**src/rtl/refresh_seq_pkg.sv**
```systemverilog
package refresh_seq_pkg;

  localparam int TMR_W = 24;

  typedef enum logic [3:0] {
    ST_PWRUP,
    ST_IDLE,
    ST_REQ,
    ST_CSR,
    ST_HOLD,
    ST_RASREST,
    ST_PRE,
    ST_SREF,
    ST_SREFPRE,
    ST_REL
  } seqStateT;

  typedef struct packed {
    logic             timerLoad;
    logic [TMR_W-1:0] timerVal;
    logic             tickEn;
    logic             debtDec;
    logic             debtClr;
    logic             burstDec;
  } seqStrobeT;

endpackage

```
**src/rtl/refresh_seq_dp.sv**
```systemverilog
module refresh_seq_dp
  import refresh_seq_pkg::*;
#(
  parameter int TIMER_RST        = 49999,
  parameter int INIT_REFRESHES   = 8,
  parameter int REF_INTERVAL_CYC = 3900,
  parameter int DEBT_MAX         = 8
) (
  input  logic      clk,
  input  logic      rstN,
  input  seqStrobeT strobe,
  output logic      timerZero,
  output logic      burstLast,
  output logic      debtPending
);

  localparam int IW = $clog2(REF_INTERVAL_CYC + 1);
  localparam int DW = $clog2(DEBT_MAX + 1);
  localparam int BW = $clog2(INIT_REFRESHES + 1);

  logic [TMR_W-1:0] phaseTimer;
  logic [IW-1:0]    intervalCnt;
  logic [DW-1:0]    debtCnt;
  logic [BW-1:0]    burstCnt;
  logic             refTick;

  // phase timer: loaded by the control, counts down to zero and rests there
  always_ff @(posedge clk or negedge rstN) begin
    if (!rstN)                 phaseTimer <= TMR_W'(TIMER_RST);
    else if (strobe.timerLoad) phaseTimer <= strobe.timerVal;
    else if (phaseTimer != '0) phaseTimer <= phaseTimer - 1'b1;
  end
  assign timerZero = (phaseTimer == '0);

  // refresh interval timer
  assign refTick = strobe.tickEn && (intervalCnt == IW'(REF_INTERVAL_CYC - 1));

  always_ff @(posedge clk or negedge rstN) begin
    if (!rstN)               intervalCnt <= '0;
    else if (strobe.debtClr) intervalCnt <= '0;
    else if (refTick)        intervalCnt <= '0;
    else if (strobe.tickEn)  intervalCnt <= intervalCnt + 1'b1;
  end

  // refresh debt, saturating
  always_ff @(posedge clk or negedge rstN) begin
    if (!rstN)               debtCnt <= '0;
    else if (strobe.debtClr) debtCnt <= '0;
    else begin
      unique case ({refTick, strobe.debtDec})
        2'b10:   if (debtCnt != DW'(DEBT_MAX)) debtCnt <= debtCnt + 1'b1;
        2'b01:   if (debtCnt != '0) debtCnt <= debtCnt - 1'b1;
        default: debtCnt <= debtCnt;
      endcase
    end
  end
  assign debtPending = (debtCnt != '0);

  // power-up refresh burst counter
  always_ff @(posedge clk or negedge rstN) begin
    if (!rstN)                                burstCnt <= BW'(INIT_REFRESHES);
    else if (strobe.burstDec && burstCnt != '0) burstCnt <= burstCnt - 1'b1;
  end
  assign burstLast = (burstCnt == BW'(1));


  debt_bound_chk: assert property (@(posedge clk) disable iff (!rstN)
    debtCnt <= DW'(DEBT_MAX));


  debt_no_growth_chk: assert property (@(posedge clk) disable iff (!rstN)
    !strobe.tickEn |=> (debtCnt <= $past(debtCnt)));

endmodule

```
**src/rtl/refresh_seq_ctrl.sv**
```systemverilog
module refresh_seq_ctrl
  import refresh_seq_pkg::*;
#(
  parameter int CSR_CYC      = 3,
  parameter int CHR_CYC      = 3,
  parameter int RAS_CYC      = 15,
  parameter int RP_CYC       = 10,
  parameter int RPS_CYC      = 28,
  parameter int SREF_MIN_CYC = 25000
) (
  input  logic      clk,
  input  logic      rstN,
  input  logic      busGrant,
  input  logic      lpReq,
  input  logic      timerZero,
  input  logic      burstLast,
  input  logic      debtPending,
  output seqStrobeT strobe,
  output logic      refReq,
  output logic      rasN,
  output logic      casN,
  output logic      memReady
);

  localparam int HW = $clog2(RP_CYC + 2);
  localparam int LW = $clog2(RAS_CYC + 2);

  seqStateT state, nextState;
  logic initDone, srefMode, exitPend;
  logic setInit, setReady, clrReady, setSref, clrSref, setExit, clrExit;

  always_comb begin
    nextState = state;
    strobe    = '0;
    strobe.tickEn = memReady;
    setInit  = 1'b0; setReady = 1'b0; clrReady = 1'b0;
    setSref  = 1'b0; clrSref  = 1'b0;
    setExit  = 1'b0; clrExit  = 1'b0;
    unique case (state)
      ST_PWRUP: if (timerZero) nextState = ST_REQ;
      ST_IDLE: begin
        if (lpReq) begin
          nextState      = ST_REQ;
          setSref        = 1'b1;
          clrReady       = 1'b1;
          strobe.debtClr = 1'b1;
        end else if (debtPending) begin
          nextState = ST_REQ;
        end
      end
      ST_REQ: if (busGrant) begin
        nextState        = ST_CSR;
        strobe.timerLoad = 1'b1;
        strobe.timerVal  = TMR_W'(CSR_CYC - 1);
      end
      ST_CSR: if (timerZero) begin
        nextState        = ST_HOLD;
        strobe.timerLoad = 1'b1;
        strobe.timerVal  = TMR_W'(CHR_CYC - 1);
      end
      ST_HOLD: if (timerZero) begin
        strobe.timerLoad = 1'b1;
        if (srefMode) begin
          nextState       = ST_SREF;
          strobe.timerVal = TMR_W'(SREF_MIN_CYC - 1);
        end else begin
          nextState       = ST_RASREST;
          strobe.timerVal = TMR_W'(RAS_CYC - CHR_CYC - 1);
        end
      end
      ST_RASREST: if (timerZero) begin
        nextState        = ST_PRE;
        strobe.timerLoad = 1'b1;
        strobe.timerVal  = TMR_W'(RP_CYC - 1);
      end
      ST_SREF: if (timerZero && !lpReq) begin
        nextState        = ST_SREFPRE;
        strobe.timerLoad = 1'b1;
        strobe.timerVal  = TMR_W'(RPS_CYC - 1);
      end
      ST_SREFPRE: if (timerZero) begin
        nextState        = ST_CSR;
        strobe.timerLoad = 1'b1;
        strobe.timerVal  = TMR_W'(CSR_CYC - 1);
        clrSref          = 1'b1;
        setExit          = 1'b1;
      end
      ST_PRE: if (timerZero) begin
        if (!initDone) begin
          strobe.burstDec = 1'b1;
          if (burstLast) begin
            nextState = ST_REL;
            setInit   = 1'b1;
            setReady  = 1'b1;
          end else begin
            nextState        = ST_CSR;
            strobe.timerLoad = 1'b1;
            strobe.timerVal  = TMR_W'(CSR_CYC - 1);
          end
        end else if (exitPend) begin
          nextState = ST_REL;
          setReady  = 1'b1;
          clrExit   = 1'b1;
        end else begin
          nextState      = ST_REL;
          strobe.debtDec = 1'b1;
        end
      end
      ST_REL: if (!busGrant) nextState = ST_IDLE;
      default: nextState = ST_PWRUP;
    endcase
  end

  always_ff @(posedge clk or negedge rstN) begin
    if (!rstN) begin
      state    <= ST_PWRUP;
      initDone <= 1'b0;
      memReady <= 1'b0;
      srefMode <= 1'b0;
      exitPend <= 1'b0;
      rasN     <= 1'b1;
      casN     <= 1'b1;
      refReq   <= 1'b0;
    end else begin
      state <= nextState;
      if (setInit) initDone <= 1'b1;
      if (setReady)      memReady <= 1'b1;
      else if (clrReady) memReady <= 1'b0;
      if (setSref)      srefMode <= 1'b1;
      else if (clrSref) srefMode <= 1'b0;
      if (setExit)      exitPend <= 1'b1;
      else if (clrExit) exitPend <= 1'b0;
      rasN   <= !(nextState inside {ST_HOLD, ST_RASREST, ST_SREF});
      casN   <= !(nextState inside {ST_CSR, ST_HOLD, ST_SREF});
      refReq <= nextState inside {ST_REQ, ST_CSR, ST_HOLD, ST_RASREST,
                                  ST_PRE, ST_SREF, ST_SREFPRE};
    end
  end

  // strobe width monitors used by the checks below
  logic [HW-1:0] rasHighCnt;
  logic [LW-1:0] rasLowCnt;
  always_ff @(posedge clk or negedge rstN) begin
    if (!rstN) begin
      rasHighCnt <= HW'(RP_CYC);
      rasLowCnt  <= '0;
    end else begin
      if (!rasN) rasHighCnt <= '0;
      else if (rasHighCnt != HW'(RP_CYC)) rasHighCnt <= rasHighCnt + 1'b1;
      if (rasN) rasLowCnt <= '0;
      else if (rasLowCnt != LW'(RAS_CYC)) rasLowCnt <= rasLowCnt + 1'b1;
    end
  end


  cbr_order_chk: assert property (@(posedge clk) disable iff (!rstN)
    $fell(rasN) |-> $past(!casN));


  no_cas_under_ras_chk: assert property (@(posedge clk) disable iff (!rstN)
    $fell(casN) |-> rasN);


  ras_width_chk: assert property (@(posedge clk) disable iff (!rstN)
    $rose(rasN) |-> (rasLowCnt >= LW'(RAS_CYC)));


  precharge_chk: assert property (@(posedge clk) disable iff (!rstN)
    $fell(casN) |-> (rasHighCnt >= HW'(RP_CYC)));


  strobe_grant_chk: assert property (@(posedge clk) disable iff (!rstN)
    (!rasN || !casN) |-> busGrant);


  req_release_chk: assert property (@(posedge clk) disable iff (!rstN)
    $fell(refReq) |-> (rasN && casN));


  sref_hold_chk: assert property (@(posedge clk) disable iff (!rstN)
    (state == ST_SREF && lpReq) |=> !rasN);


  ready_idle_chk: assert property (@(posedge clk) disable iff (!rstN)
    $rose(memReady) |-> (rasN && casN));

endmodule

```
**src/rtl/dram_refresh_seq.sv**
```systemverilog
module dram_refresh_seq
  import refresh_seq_pkg::*;
#(
  parameter int PWR_WAIT_CYC     = 50000,
  parameter int INIT_REFRESHES   = 8,
  parameter int REF_INTERVAL_CYC = 3900,
  parameter int CSR_CYC          = 3,
  parameter int CHR_CYC          = 3,
  parameter int RAS_CYC          = 15,
  parameter int RP_CYC           = 10,
  parameter int RPS_CYC          = 28,
  parameter int SREF_MIN_CYC     = 25000,
  parameter int DEBT_MAX         = 8
) (
  input  logic clk,
  input  logic rstN,
  input  logic busGrant,
  input  logic lpReq,
  output logic refReq,
  output logic rasN,
  output logic casN,
  output logic memReady
);

  seqStrobeT seqStrobe;
  logic      timerZero, burstLast, debtPending;

  refresh_seq_ctrl #(
    .CSR_CYC      (CSR_CYC),
    .CHR_CYC      (CHR_CYC),
    .RAS_CYC      (RAS_CYC),
    .RP_CYC       (RP_CYC),
    .RPS_CYC      (RPS_CYC),
    .SREF_MIN_CYC (SREF_MIN_CYC)
  ) ctrl (
    .clk         (clk),
    .rstN        (rstN),
    .busGrant    (busGrant),
    .lpReq       (lpReq),
    .timerZero   (timerZero),
    .burstLast   (burstLast),
    .debtPending (debtPending),
    .strobe      (seqStrobe),
    .refReq      (refReq),
    .rasN        (rasN),
    .casN        (casN),
    .memReady    (memReady)
  );

  refresh_seq_dp #(
    .TIMER_RST        (PWR_WAIT_CYC - 1),
    .INIT_REFRESHES   (INIT_REFRESHES),
    .REF_INTERVAL_CYC (REF_INTERVAL_CYC),
    .DEBT_MAX         (DEBT_MAX)
  ) dp (
    .clk         (clk),
    .rstN        (rstN),
    .strobe      (seqStrobe),
    .timerZero   (timerZero),
    .burstLast   (burstLast),
    .debtPending (debtPending)
  );

endmodule

```
**config.mk**
```make
export PLATFORM = sky130hd
export DESIGN_NAME = dram_refresh_seq
export DESIGN_NICKNAME = d
export VERILOG_FILES = /design/src/rtl/refresh_seq_pkg.sv /design/src/rtl/refresh_seq_dp.sv /design/src/rtl/refresh_seq_ctrl.sv /design/src/rtl/dram_refresh_seq.sv
export SDC_FILE = /design/constraint.sdc
export NUM_CORES = 1
export LEC_CHECK = 0
export ABC_AREA = 0
export BUFFER_PORTS_ARGS = -buffer_cell sky130_fd_sc_hd__buf_4
export CELL_PAD_IN_SITES_DETAIL_PLACEMENT = 2
export CELL_PAD_IN_SITES_GLOBAL_PLACEMENT = 2
export CORE_AREA = 8 8 124 126
export DETAILED_ROUTE_END_ITERATION = 10
export DIE_AREA = 0 0 132 134
export GPL_ROUTABILITY_DRIVEN = 0
export MAX_ROUTING_LAYER = met4
export PLACE_DENSITY_LB_ADDON = 0.1
export SLEW_MARGIN = 5
export SYNTH_ARGS = -nofsm -noshare
export SYNTH_HDL_FRONTEND = slang
export SYNTH_SLANG_ARGS = --single-unit
export TNS_END_PERCENT = 1
```
**constraint.sdc**
```tcl
create_clock -name clk -period 6.3 [get_ports clk]
set_clock_uncertainty 0.05 [all_clocks]
set_input_delay 0.315 -clock clk [delete_from_list [all_inputs] [get_ports clk]]
set_output_delay 0.315 -clock clk [all_outputs]
set_load 0.05 [all_outputs]
```
=== After elaboration in Yosys (flattened, before gate mapping) ===
Index checks and enable logic that the tools add are counted.

* Register bits after elaboration: 55
* Input bits: 4
* Output and inout bits: 4
* Logic and storage cells: 124

* Add/subtract/negate cells: 5
* Equality and inequality tests: 23
* Muxes and demuxes: 62
* Reduce and logical (&&, ||, !) cells: 22

{| class="wikitable"
|+ Operator list
! cell !! number
|-
| 25-bit two-way mux || 8
|-
| 25-bit one-hot mux with 6 select lines || 1
|-
| 4-bit two-way mux || 16
|-
| 24-bit two-way mux || 2
|-
| 4-bit one-hot mux with 10 select lines || 1
|-
| 12-bit two-way mux || 3
|-
| 4-bit by 3-bit == test with 1-bit output, second input constant || 8
|-
| 1-bit two-way mux || 28
|-
| 24-bit zero test || 1
|-
| 24-bit nonzero test || 1
|-
| 24-bit by 1-bit subtractor with 24-bit output, second input constant || 1
|-
| 4-bit by 2-bit == test with 1-bit output, second input constant || 4
|-
| 15-bit two-way mux || 1
|-
| 12-bit by 1-bit adder with 12-bit output, second input constant || 1
|-
| 12-bit == test, second input constant || 1
|-
| 4-bit == test, second input constant || 3
|-
| 3-bit nonzero test || 4
|-
| 4-bit by 1-bit == test with 1-bit output, second input constant || 2
|-
| 4-bit one-hot mux with 2 select lines || 1
|-
| 2-bit nonzero test || 4
|-
| 4-bit nonzero test || 2
|-
| 4-bit by 1-bit subtractor with 4-bit output, second input constant || 2
|-
| 7-bit nonzero test || 1
|-
| 4-bit by 1-bit adder with 4-bit output, second input constant || 1
|-
| other kinds (11) || 15
|}

=== Longest topological paths before layout ===
* Depth in word-level cells: 8
* Gate-level depth with buffers: 12
* Mapped depth without buffers: 12

=== By module ===
Synthesis repeated with hierarchy kept, for this count alone.

* Cell total of the unflattened synthesis: 393
* Area, all modules: 3520.9 µm²

{| class="wikitable"
|+ Modules (own cells, without submodules)
! module !! instances !! cells an instance !! area an instance (µm²) !! sequential area each (µm²)
|-
| refresh_seq_dp || 1 || 281 || 2571.2 || 1113.6
|-
| refresh_seq_ctrl || 1 || 112 || 949.7 || 277.8
|}

=== Least setup slack after synthesis ===
No wires, ideal clock.

* Path kind: register -> register
* Start point: reg dp.phaseTimer[1]
* End point: reg dp.debtCnt[3]
* Library setup time: 0.095 ns
* Data arrival time: 2.785 ns
* Data required time: 6.155 ns
* Path slack: 3.370 ns
* Stages on the path, launching flop included: 13
* Buffers on the path: 0
* Clock period less this slack: 2.930 ns
* Cells stage by stage: dfstp_2 -> inv_1 -> ha_1 -> nor4b_4 -> nand4_2 -> or3_1 -> nor3b_2 -> ha_1 -> a21o_1 -> a21oi_1 -> and2_1 -> a21oi_1 -> o31ai_1

* Cells in the longest elaborated chain, start to end: 6
* Elaborated cells on any way between the ends: 11
* Those cells by class: eq/ne: 4; mux: 4; reduce/logical: 3

{| class="wikitable"
|+ RTL lines
! what !! RTL line !! source
|-
| from (decl) || refresh_seq_dp.sv:21 || <nowiki>logic [TMR_W-1:0] phaseTimer;</nowiki>
|-
| from (signal assigned) || refresh_seq_dp.sv:29 || <nowiki>if (!rstN) phaseTimer <= TMR_W'(TIMER_RST);</nowiki>
|-
| from (signal assigned) || refresh_seq_dp.sv:30 || <nowiki>else if (strobe.timerLoad) phaseTimer <= strobe.timerVal;</nowiki>
|-
| from (signal assigned) || refresh_seq_dp.sv:31 || <nowiki>else if (phaseTimer != '0) phaseTimer <= phaseTimer - 1'b1;</nowiki>
|-
| 24-bit zero test * || refresh_seq_dp.sv:33 || <nowiki>assign timerZero = (phaseTimer == '0);</nowiki>
|-
| 1-bit two-way mux * || refresh_seq_ctrl.sv:88 || <nowiki>ST_PRE: if (timerZero) begin</nowiki>
|-
| 1-bit two-way mux * || refresh_seq_ctrl.sv:39 || <nowiki>unique case (state)</nowiki>
|-
| 2-bit == test / 2-bit by 1-bit == test with 1-bit output (equally long branches) || refresh_seq_dp.sv:50 || <nowiki>unique case ({refTick, strobe.debtDec})</nowiki>
|-
| 3-bit by 2-bit != test with 1-bit output (no source line), or another cell as far along || n/a ||
|-
| 3-bit AND reduction (no source line) / 4-bit two-way mux (equally long branches) || n/a ||
|-
| to (signal assigned) || refresh_seq_dp.sv:51 || <nowiki>2'b10: if (debtCnt != DW'(DEBT_MAX)) debtCnt <= debtCnt + 1'b1;</nowiki>
|-
| to (signal assigned) || refresh_seq_dp.sv:52 || <nowiki>2'b01: if (debtCnt != '0) debtCnt <= debtCnt - 1'b1;</nowiki>
|-
| to (signal assigned) || refresh_seq_dp.sv:53 || <nowiki>default: debtCnt <= debtCnt;</nowiki>
|-
| to (decl) || refresh_seq_dp.sv:23 || <nowiki>logic [DW-1:0] debtCnt;</nowiki>
|}

Mark *: on every way between the ends. The rest lies on a longest branch, timed or not.
A chain may end at the register's enable or synchronous reset.

=== Final worst setup path ===
Ends and elaborated chain as after synthesis.

==> out/qor.txt <==
routed len/inst - 17.17 um
Avg Cell Area, Syn - 9.184 um2
final hold vios - 0
wire length of the first global-routing pass - 16060 um
site row count - 43
Syn Nets - 370
Slew Viols, Final - 0
Global Route Usage Sum - 0.1156
Core Box Area - 13500 um2
PortBufs - 7
largest net degree at the start of global routing - 56
Worst-path clk slew - 80 ps
post-route setup TNS - 0 ps
Non-Filler Instances - 543
Slew HR - 0.4936
Die H - 134 um
Worst Tran Pin Value - 759.7 ps
NumNets Final - 373
total routed wirelength - 9326 um
reg-to-reg endpoint - dp.debtCnt[3]
CP Launch Point - dp.phaseTimer[1]
main flop type after synthesis - dfrtp_1
dpl cells - 535
root buffer cell - clkbuf_16
crit share post-route - 0.5319
H-tree depth - 2
worst hold path class - in2async
adder-cell area share of the yosys netlist - 0.02884
n_diodes - 0
leakage power - 1.529 nW
clock buffer depth - 2
RSZ-0062 raised after global routing - false
sequential-to-total area share from yosys stat - 0.4220
clock sinks - 55
DR iter-0 viols - 118
worst path arrival time - 3520 ps
io pins - 8
Post-Synth Simple-Gate Area - 0.2850
Via density - 4.972
status - completed
initial antenna violation count - 0
Fmax achieved - 0.2984 GHz
Starting Density - 0.2441
Setup crit start kind - flip-flop
post-layout min period - 3351 ps
synthesized area - 3297 um2
pwr dens - 188.2 nW/um2
Synth cell types - 65
DR pass1 iterations - 4
FILL cells - 1535
ys async rst share - 1.000
Post-CTS Setup Repair Bufs - 0
DRC viols - 0
commonest cells after routing, fill and taps aside - 46 x nand2_1, 45 x nor2_1, 43 x dfrtp_1
register bit total from synthesis - 55
total CTS buffers - 5
Worst Path Required - 6470 ps
FF-to-FF setup slack - 2950 ps
critical path class - reg2reg
vias in the first global route - 2997
warnings from Yosys - 0
CP endpoint kind - flip-flop
Worst setup endpoint - dp.debtCnt[3]
die area - 17690 um2
Peak VDD IR - 93.81 uV
total grt overflow - 0
Compound-Gate Fraction of Synth Area - 0.1408
CTS tree - built
share of cells above drive strength 1 - 0.1185
multiplexer share of the synthesized area - 0.006072
Synth Instances - 359
Finish-stage setup viols - 0
Post-synth EDFFs - 0
main combinational cell family by area after synthesis - simple AND/OR/NAND/NOR gates
worst r2r src - dp.phaseTimer[1]
Reg2Reg Depth - 12
clock latency on the worst-skew pair - 310 ps
HPWL after detailed placement - 6813 um
Hold Buf Count CTS - 0
CP max FO - 5
area grow syn2layout - 12.18%
commonest non-fill, non-tap cell in the layout - nand2_1
CTS resizes - 0
Max-cap violations - 0
Die W - 132 um
Synth Area in XOR/XNOR - 0.09032
vias post-DR - 2700
Post-DRT Antenna Nets - 0
==> stage by stage <==
step	hold slack [ps]	power, mW	setup slack [ps]	util	cell area (um2)
floorplan	-30.59	0.3607	3370	-	3297
global placement	393.1	0.3705	3056	0.2612	3527
detailed placement	396.7	0.3705	2918	0.2612	3527
CTS	64.65	0.7140	2893	0.2739	3699
global route	93.97	0.7226	2626	0.2739	3699
finish	30.19	0.6960	2949	0.2739	3699
==> layout make-up <==
cell class | count | area [um2] | area share
clock inverter | 3 | 46.29 | 0.01252
multi-input combinational | 282 | 1817 | 0.4912
tap | 180 | 225.2 | 0.06089
sequential | 55 | 1391 | 0.3762
timing repair buffer | 7 | 52.55 | 0.01421
clock buffer | 5 | 125.1 | 0.03383
inverter | 11 | 41.29 | 0.01116
==> logic make-up after synthesis <==
group	after synthesis
AND/OR/NAND/NOR	174
AO/OA/AOI/OAI	65
flip-flops	55
XOR/XNOR	34
buffers and inverters	22
adder cells (fa/ha/maj)	7
multiplexers	2
==> critical path, stage by stage, from the launching register on <==
cell and delay, ps:
dfstp_2 380, inv_1 90, ha_1 250, nor4b_4 320, nand4_2 230, or3_1 420
nor3b_2 340, ha_1 300, a21o_1 170, a21oi_1 250, and2_1 180, a21oi_1 70
o31ai_1 200
==> flip-flops by register name (all words and copies together) (netlist names) <==
signal and cells:
ctrl.casN 1, ctrl.exitPend 1, ctrl.initDone 1, ctrl.memReady 1, ctrl.rasN 1, ctrl.refReq 1, ctrl.srefMode 1, ctrl.state 4
dp.burstCnt 4, dp.debtCnt 4, dp.intervalCnt 12, dp.phaseTimer 24
==> worst min path at each step <==
stage | from | to | slack [ps] | cells after the start
after global routing | rstN | dp.phaseTimer[5] | 90 | 1
after detailed placement | rstN | ctrl.refReq | 400 | 1
after global placement | rstN | ctrl.refReq | 390 | 1
after floorplan | rstN | ctrl.exitPend | -30 | 0
final | rstN | ctrl.refReq | 30 | 1
after CTS | rstN | dp.phaseTimer[5] | 60 | 1
==> per-layer routing <==
metal  GRT usage  wire length, um
met2      0.1866             4489
met3     0.01832              130
met4     0.04212              123
met5           -                0
met1      0.1437             4582
==> synth_stat cells, drive strengths merged, types with 2 or more instances <==
library cell / count / area [um2]
nand2: 47 / 178.9
nor2: 45 / 168.9
dfrtp: 43 / 1076
xor2: 19 / 166.4
nand3: 17 / 85.08
a21oi: 15 / 75.07
xnor2: 15 / 131.4
o21ai: 13 / 68.81
dfstp: 12 / 315.3
nor3: 11 / 65.06
inv: 10 / 37.54
and3: 9 / 56.30
clkbuf: 7 / 27.52
nand4: 7 / 50.05
nor4: 7 / 95.09
or3: 7 / 43.79
ha: 6 / 75.07
and2: 5 / 31.28
o31ai: 5 / 37.54
or4: 5 / 41.29
a31oi: 4 / 25.02
buf: 4 / 20.02
a211oi: 3 / 27.52
a311oi: 3 / 43.80
nand3b: 3 / 22.52
o211ai: 3 / 22.52
or2: 3 / 18.77
a22oi: 2 / 15.01
mux2i: 2 / 20.02
nor2b: 2 / 12.51
o2111ai: 2 / 17.52
o22ai: 2 / 12.51
==> report_power, final <==
part / switching [mW] / total, mW / internal [mW]
clock: 0.144 / 0.333 / 0.190
sequential: 0 / 0.353 / 0.353
combinational: 0.00857 / 0.00984 / 0.00127
(Power assumes the default switching activity.)
